===== config.mk =====
export PLATFORM = sky130hd
export DESIGN_NAME = dmem_unit
export DESIGN_NICKNAME = d
export VERILOG_FILES = /design/src/rtl/dmem_pkg.sv /design/src/rtl/dmem_addr_map.sv /design/src/rtl/dmem_stack_ptr.sv /design/src/rtl/dmem_ram_array.sv /design/src/rtl/dmem_unit.sv
export SDC_FILE = /design/constraint.sdc
export NUM_CORES = 2
export LEC_CHECK = 0
export BUFFER_PORTS_ARGS = -buffer_cell sky130_fd_sc_hd__buf_2
export CAP_MARGIN = 20
export CELL_PAD_IN_SITES_DETAIL_PLACEMENT = 1
export CELL_PAD_IN_SITES_GLOBAL_PLACEMENT = 1
export CORE_MARGIN = 1.5
export CORE_UTILIZATION = 45
export CTS_BUF_LIST = sky130_fd_sc_hd__clkbuf_16
export CTS_CLUSTER_SIZE = 28
export DETAILED_ROUTE_END_ITERATION = 8
export PLACE_DENSITY = 0.69
export RECOVER_POWER = 50
export SKIP_LAST_GASP = 1
export SLEW_MARGIN = 10
export SYNTH_ARGS = -nofsm -noshare
export SYNTH_HDL_FRONTEND = slang
export SYNTH_SLANG_ARGS = --single-unit

===== constraint.sdc =====
create_clock -name clk -period 63.2 [get_ports clk]
set_clock_uncertainty 0.15 [all_clocks]
set_input_delay 12.64 -clock clk [delete_from_list [all_inputs] [get_ports clk]]
set_output_delay 12.64 -clock clk [all_outputs]
set_load 0.05 [all_outputs]

===== src/rtl/dmem_pkg.sv =====
package dmem_pkg;
  localparam logic [2:0] KIND_DIR  = 3'd0;
  localparam logic [2:0] KIND_IND  = 3'd1;
  localparam logic [2:0] KIND_REG  = 3'd2;
  localparam logic [2:0] KIND_BIT  = 3'd3;
  localparam logic [2:0] KIND_PUSH = 3'd4;
  localparam logic [2:0] KIND_POP  = 3'd5;

  // decoded destination of one access
  typedef struct packed {
    logic act;     // a valid, recognised access
    logic to_ram;
    logic to_sfr;
    logic to_sp;
    logic is_bit;
    logic wr;
    logic sp_inc;
    logic sp_dec;
  } route_t;
endpackage


===== src/rtl/dmem_addr_map.sv =====
module dmem_addr_map
  import dmem_pkg::*;
#(
  parameter int AW       = 8,
  parameter int DW       = 8,
  parameter int BANK_W   = 2,
  parameter int RN_W     = 3,
  parameter int BIT_BASE = 32,
  parameter int SP_ADDR  = 129
) (
  input  logic              valid,
  input  logic [2:0]        kind,
  input  logic [AW-1:0]     addr,
  input  logic              we,
  input  logic [BANK_W-1:0] bank,
  input  logic [AW-1:0]     sp_q,
  output route_t            rt,
  output logic [AW-1:0]     tgt,
  output logic [$clog2(DW)-1:0] bit_idx
);
  localparam int BI_W  = $clog2(DW);
  localparam int PAD_W = AW - BANK_W - RN_W;

  logic lower;
  assign lower   = ~addr[AW-1];
  assign bit_idx = addr[BI_W-1:0];

  always_comb begin
    rt  = '0;
    tgt = addr;
    unique case (kind)
      KIND_DIR: begin
        rt.act = valid;
        rt.wr  = we;
        if (lower)                       rt.to_ram = 1'b1;
        else if (addr == AW'(SP_ADDR))   rt.to_sp  = 1'b1;
        else                             rt.to_sfr = 1'b1;
      end
      KIND_IND: begin
        rt.act    = valid;
        rt.wr     = we;
        rt.to_ram = 1'b1;
      end
      KIND_REG: begin
        rt.act    = valid;
        rt.wr     = we;
        rt.to_ram = 1'b1;
        tgt       = {{PAD_W{1'b0}}, bank, addr[RN_W-1:0]};
      end
      KIND_BIT: begin
        rt.act    = valid;
        rt.wr     = we;
        rt.is_bit = 1'b1;
        if (lower) begin
          rt.to_ram = 1'b1;
          tgt       = AW'(BIT_BASE) + (addr >> BI_W);
        end else begin
          rt.to_sfr = 1'b1;
          tgt       = {addr[AW-1:BI_W], {BI_W{1'b0}}};
        end
      end
      KIND_PUSH: begin
        rt.act    = valid;
        rt.wr     = 1'b1;
        rt.to_ram = 1'b1;
        rt.sp_inc = 1'b1;
        tgt       = sp_q + AW'(1);
      end
      KIND_POP: begin
        rt.act    = valid;
        rt.to_ram = 1'b1;
        rt.sp_dec = 1'b1;
        tgt       = sp_q;
      end
      default: rt = '0;
    endcase
  end
endmodule


===== src/rtl/dmem_stack_ptr.sv =====
module dmem_stack_ptr #(
  parameter int AW       = 8,
  parameter int SP_RESET = 7
) (
  input  logic          clk,
  input  logic          rst_n,
  input  logic          inc,
  input  logic          dec,
  input  logic          ld,
  input  logic [AW-1:0] ld_val,
  output logic [AW-1:0] sp_q
);
  logic [AW-1:0] sp_d;
  logic          sp_en;

  assign sp_en = ld | inc | dec;

  always_comb begin
    sp_d = sp_q;
    if (ld)       sp_d = ld_val;
    else if (inc) sp_d = sp_q + AW'(1);
    else if (dec) sp_d = sp_q - AW'(1);
  end

  always_ff @(posedge clk or negedge rst_n) begin
    if (!rst_n)     sp_q <= AW'(SP_RESET);
    else if (sp_en) sp_q <= sp_d;
  end

  p_sp_onecmd_r5: assert property (@(posedge clk) disable iff (!rst_n)
    $countones({ld, inc, dec}) <= 1);
endmodule


===== src/rtl/dmem_ram_array.sv =====
module dmem_ram_array #(
  parameter int AW = 8,
  parameter int DW = 8
) (
  input  logic          clk,
  input  logic [AW-1:0] addr,
  input  logic          we,
  input  logic [DW-1:0] wdata,
  output logic [DW-1:0] rdata
);
  localparam int DEPTH = 1 << AW;

  logic [DW-1:0] mem [DEPTH];

  assign rdata = mem[addr];

  // storage carries no reset; contents are defined by writes
  always_ff @(posedge clk) begin
    if (we) mem[addr] <= wdata;
  end
endmodule


===== src/rtl/dmem_unit.sv =====
module dmem_unit
  import dmem_pkg::*;
#(
  parameter int AW       = 8,
  parameter int DW       = 8,
  parameter int BANK_W   = 2,
  parameter int RN_W     = 3,
  parameter int BIT_BASE = 32,
  parameter int SP_ADDR  = 129,
  parameter int SP_RESET = 7
) (
  input  logic              clk,
  input  logic              rst_n,
  input  logic              acc_valid,
  input  logic [2:0]        acc_kind,
  input  logic [AW-1:0]     acc_addr,
  input  logic [DW-1:0]     acc_wdata,
  input  logic              acc_we,
  input  logic              acc_bit_wr,
  input  logic [BANK_W-1:0] bank_sel,
  output logic [DW-1:0]     rd_data,
  output logic              rd_bit,
  output logic [AW-1:0]     sfr_addr,
  output logic [DW-1:0]     sfr_wdata,
  output logic              sfr_we,
  output logic              sfr_re,
  input  logic [DW-1:0]     sfr_rdata,
  input  logic              sfr_hit
);
  localparam int BI_W = $clog2(DW);

  // reset: asserted asynchronously, released on a clock edge
  logic [1:0] rst_pipe;
  logic       rst_sync_n;

  always_ff @(posedge clk or negedge rst_n) begin
    if (!rst_n) rst_pipe <= 2'b00;
    else        rst_pipe <= {rst_pipe[0], 1'b1};
  end
  assign rst_sync_n = rst_pipe[1];

  route_t          rt;
  logic [AW-1:0]   tgt;
  logic [BI_W-1:0] bit_idx;
  logic [AW-1:0]   sp_q;
  logic [DW-1:0]   ram_rdata;
  logic [DW-1:0]   ram_wdata;
  logic            ram_we;
  logic [DW-1:0]   old_byte;
  logic [DW-1:0]   new_byte;

  dmem_addr_map #(
    .AW(AW), .DW(DW), .BANK_W(BANK_W), .RN_W(RN_W),
    .BIT_BASE(BIT_BASE), .SP_ADDR(SP_ADDR)
  ) u_map (
    .valid  (acc_valid),
    .kind   (acc_kind),
    .addr   (acc_addr),
    .we     (acc_we),
    .bank   (bank_sel),
    .sp_q   (sp_q),
    .rt     (rt),
    .tgt    (tgt),
    .bit_idx(bit_idx)
  );

  dmem_stack_ptr #(.AW(AW), .SP_RESET(SP_RESET)) u_sp (
    .clk   (clk),
    .rst_n (rst_sync_n),
    .inc   (rt.act & rt.sp_inc),
    .dec   (rt.act & rt.sp_dec),
    .ld    (rt.act & rt.to_sp & rt.wr),
    .ld_val(acc_wdata),
    .sp_q  (sp_q)
  );

  dmem_ram_array #(.AW(AW), .DW(DW)) u_ram (
    .clk  (clk),
    .addr (tgt),
    .we   (ram_we),
    .wdata(ram_wdata),
    .rdata(ram_rdata)
  );

  // value of the addressed byte before this access
  always_comb begin
    old_byte = '0;
    if (rt.to_ram)                old_byte = ram_rdata;
    else if (rt.to_sp)            old_byte = sp_q;
    else if (rt.to_sfr && sfr_hit) old_byte = sfr_rdata;
  end

  // merged write value: a whole byte or one replaced bit
  always_comb begin
    new_byte = acc_wdata;
    if (rt.is_bit) begin
      new_byte          = old_byte;
      new_byte[bit_idx] = acc_bit_wr;
    end
  end

  assign ram_we    = rt.act & rt.to_ram & rt.wr;
  assign ram_wdata = new_byte;
  assign sfr_addr  = tgt;
  assign sfr_wdata = new_byte;
  assign sfr_re    = rt.act & rt.to_sfr;
  assign sfr_we    = rt.act & rt.to_sfr & rt.wr & sfr_hit;

  // result registers
  logic [DW-1:0] rd_data_d;
  logic          rd_bit_d;
  logic          rd_en;
  logic          bit_en;

  assign rd_en  = rt.act;
  assign bit_en = rt.act & rt.is_bit;

  always_comb begin
    rd_data_d = rd_data;
    rd_bit_d  = rd_bit;
    if (rd_en)  rd_data_d = old_byte;
    if (bit_en) rd_bit_d  = old_byte[bit_idx];
  end

  always_ff @(posedge clk or negedge rst_sync_n) begin
    if (!rst_sync_n) begin
      rd_data <= '0;
      rd_bit  <= 1'b0;
    end else begin
      if (rd_en)  rd_data <= rd_data_d;
      if (bit_en) rd_bit  <= rd_bit_d;
    end
  end

  // checks
  p_sfr_upper_only_r3: assert property (@(posedge clk) disable iff (!rst_sync_n)
    sfr_re |-> (acc_addr[AW-1] && (acc_kind == KIND_DIR || acc_kind == KIND_BIT)));

  p_unimpl_nowrite_r10: assert property (@(posedge clk) disable iff (!rst_sync_n)
    !sfr_hit |-> !sfr_we);

  p_sp_local_r11: assert property (@(posedge clk) disable iff (!rst_sync_n)
    (acc_valid && acc_kind == KIND_DIR && acc_addr == AW'(SP_ADDR)) |-> (!sfr_re && !sfr_we));

  p_push_preinc_r5: assert property (@(posedge clk) disable iff (!rst_sync_n)
    (acc_valid && acc_kind == KIND_PUSH) |=> (sp_q == $past(sp_q) + AW'(1)));

  p_pop_postdec_r6: assert property (@(posedge clk) disable iff (!rst_sync_n)
    (acc_valid && acc_kind == KIND_POP) |=> (sp_q == $past(sp_q) - AW'(1)));

  p_bit_single_r8: assert property (@(posedge clk) disable iff (!rst_sync_n)
    (ram_we && acc_kind == KIND_BIT) |-> ($countones(ram_wdata ^ ram_rdata) <= 1));

  p_idle_hold_r12: assert property (@(posedge clk) disable iff (!rst_sync_n)
    !acc_valid |=> ($stable(rd_data) && $stable(rd_bit)));
endmodule


==> results.cfg <==
[run_status]
status = finished, violations left
violations = capacitance limit, slew limit

[power_and_ir_drop]
power_density_nw_per_um2 = 34.48
vdd.ir_drop.worst_mv = 0.03773
leakagePower_uw = 0.03073

[timing]
hold_violations = 0
min_period_over_period = 0.6780
post-route-min-period_ns = 42.85
layout_setup_ws_ns = 20.35
finalSetupTns_ns = 0
worstMarginPinSlew_ns = 3.505
slew_viol_final = 699
max_freq_mhz = 23.34
setup_violations = 0
rsz0062_at_grt = false
whs_ns = 0.2062
slew_headroom = -1.349

[synthesis]
synth_top_area_frac = 0.7332
ys.flop_type = edfxtp_1
synth_warnings = 0
syn_avg_cell_area_um2 = 14.79
yosysUniqueCellTypes = 104
syn_inst = 5673
post-synth-top-count-cell = edfxtp_1
synth-seq-cells = 2067
syn_nets = 5710
yosysSeqAreaShare = 0.7389
synthTopCellsByCount = edfxtp_1, nand2_1, nor2_1
synth_edf_count = 2048
synthArstFlopShare = 0.009192
synthesis.area_um2 = 83880
yosysTopAreaCell = edfxtp_1
synthTopCellsByArea = edfxtp_1, nand2_1, mux2i_1, nor2_1, a211oi_1

[critical_path]
critical_path_class = input port to output port
cp-end-kind = output port
startpoint_type = input port
r2r-start = u_sp.sp_q[0]$_DFFE_PN1P_
r2r_slack_ns = 44.21
crit_fanout = 99
arrival_ns = 30.06
required_ns = 50.41
worstSetupStartpoint = acc_kind[2]

[finish]
fin_cells = 8383
drive_above_1_share = 0.1025
area_delta_synth_final_pct = 11.20
fillerInstances = 17890
nNetsFinal = 5766
seq_area_um2 = 61980
multiInputGateArea_um2 = 19910

[worst_hold_path]
worstHoldStart = rst_pipe[0]$_DFF_PN0_
hold_class = flip-flop to flip-flop

[place]
dp_hpwl_um = 192300
io_buffers = 61
place_ws_ns = 29.30
place_inst = 7991
gp_congestion = 0.9727

[clock_network]
clockRootBuffer = clkbuf_16
cts_tree = done
cts_buffers = 209
clkLatencyLatePin_ns = 0.91
cts_sinks = 2067
ctsHoldBuffers = 0
cts-resized-gates = 0
postCtsSetupBuffers = 0
cts.clk_slew.worst_paths_ns = 0.06
cts_buffer_depth = 3
cts_max_level = 4

[floorplan]
core_area_um2 = 185200
die_y_um = 434.7
io_pins = 62
die_width_um = 434.7
start_util = 0.4528
die_area_um2 = 189000
rows = 158

[drt]
drc = 0
drtIter0Drc = 8126
avgViaCountPerCell = 6.721
ant_nets = 0
dr.pass1.iters = 6
avgRoutedWirePerCell_um = 37.89
drt-total-wl_um = 317600
vias = 56350

[global_routing]
antenna_found_initial = 29
grt_pass1_vias = 55020
grt_max_degree = 209
grt_overflow = 0
grt_usage = 0.3287
grt_pass1_wl_um = 437700

[job]
maxCapViolations = 26
[kinds of logic (layout without fill, tap and decap cells)]
| group | after synthesis | after routing | synth area share |
|---|---|---|---|
| other cells | 1 | 11 | 0.00004471 |
| simple gates | 1888 | 1888 | 0.1006 |
| fa+ha+maj | 2 | 2 | 0.0002983 |
| xor+xnor | 6 | 6 | 0.0006265 |
| flops | 2067 | 2067 | 0.7389 |
| compound gates | 898 | 898 | 0.07970 |
| mux | 382 | 382 | 0.05346 |
| buf+inv | 429 | 649 | 0.02630 |
[layout make-up]
| type | instances | area share |
|---|---|---|
| Clock buffer | 210 | 0.05634 |
| Timing Repair Buffer | 251 | 0.01916 |
| Multi-Input combinational cell | 3177 | 0.2134 |
| Sequential cell | 2067 | 0.6645 |
| Antenna cell | 10 | 0.0002683 |
| Clock inverter | 165 | 0.01195 |
| Tap cell | 2480 | 0.03327 |
| Inverter | 23 | 0.001127 |
[registers in the layout, indices dropped and copies added (netlist names)]
name       count
rd_bit         1
rst_pipe       2
rd_data        8
u_ram.mem   2048
u_sp.sp_q      8
[cell usage in the layout (no fill, tap or decap), drive strengths merged, types with 40 or more instances in the layout]
cell type and n:
a211oi 158, a21oi 134, a311oi 64, a31oi 83, a32oi 112, and3 168
buf 200, clkbuf 261, clkinv 92, edfxtp 2048, inv 85, mux2i 307
mux4 50, nand2 998, nand3 194, nand4 59, nor2 313, nor4 40
o21ai 72, o22ai 54
[metrics by stage]
stage,area (µm²),power [µW],utilization
after floorplan,83880,1843,-
after global placement,86900,2031,0.4691
after detailed placement,86990,2040,0.4696
after CTS,93360,3196,0.5040
after global routing,93250,3267,0.5034
final,93270,3216,0.5035
[worst max-delay path, cell delays in order]
cell and delay (ns):
clkbuf_1 0.87, nand2b_1 0.54, o221a_1 0.74, nor2_1 2.14, clkinvlp_2 4.14, clkbuf_1 1.85
clkbuf_1 1.18, clkbuf_1 1.15, clkbuf_1 1.11, a211oi_1 0.50, a311oi_1 0.12, o211ai_1 0.43
nor4bb_1 0.32, a31oi_1 0.19, a2111oi_0 0.99, nor2_1 0.19, mux2i_1 0.31, o21ai_4 0.17
buf_2 0.27
[where the power goes]
part           total, µW  switching (µW)  internal, µW
clock               1180             542           638
combinational        495             380           115
sequential          1540            11.6          1530
total               3220             934          2280
[path summary, 6_finish.rpt]
path / endpoint / depth (start not counted)
worst max-delay path: sfr_wdata[4] / 19
worst min-delay path: rst_pipe[1]$_DFF_PN0_ / 0
worst max register to register: u_ram.mem[123][2]$_DFFE_PP_ / 21
worst min register to register: rst_pipe[1]$_DFF_PN0_ / 0
max in group asynchronous: rst_pipe[0]$_DFF_PN0_ / 1
min in group asynchronous: u_sp.sp_q[4]$_DFFE_PN0P_ / 0
[layer usage]
layer,vias to the layer above,part of all wire,global-route usage,wire length [µm]
met1,29310,0.37,0.4362,117500
met2,3965,0.44,0.4877,140300
met3,848,0.13,0.09769,40120
li1,22200,-,-,-
met5,-,0.00092,0,292
met4,26,0.061,0.1752,19420
Note: power is estimated with default switching activity, not from simulation.
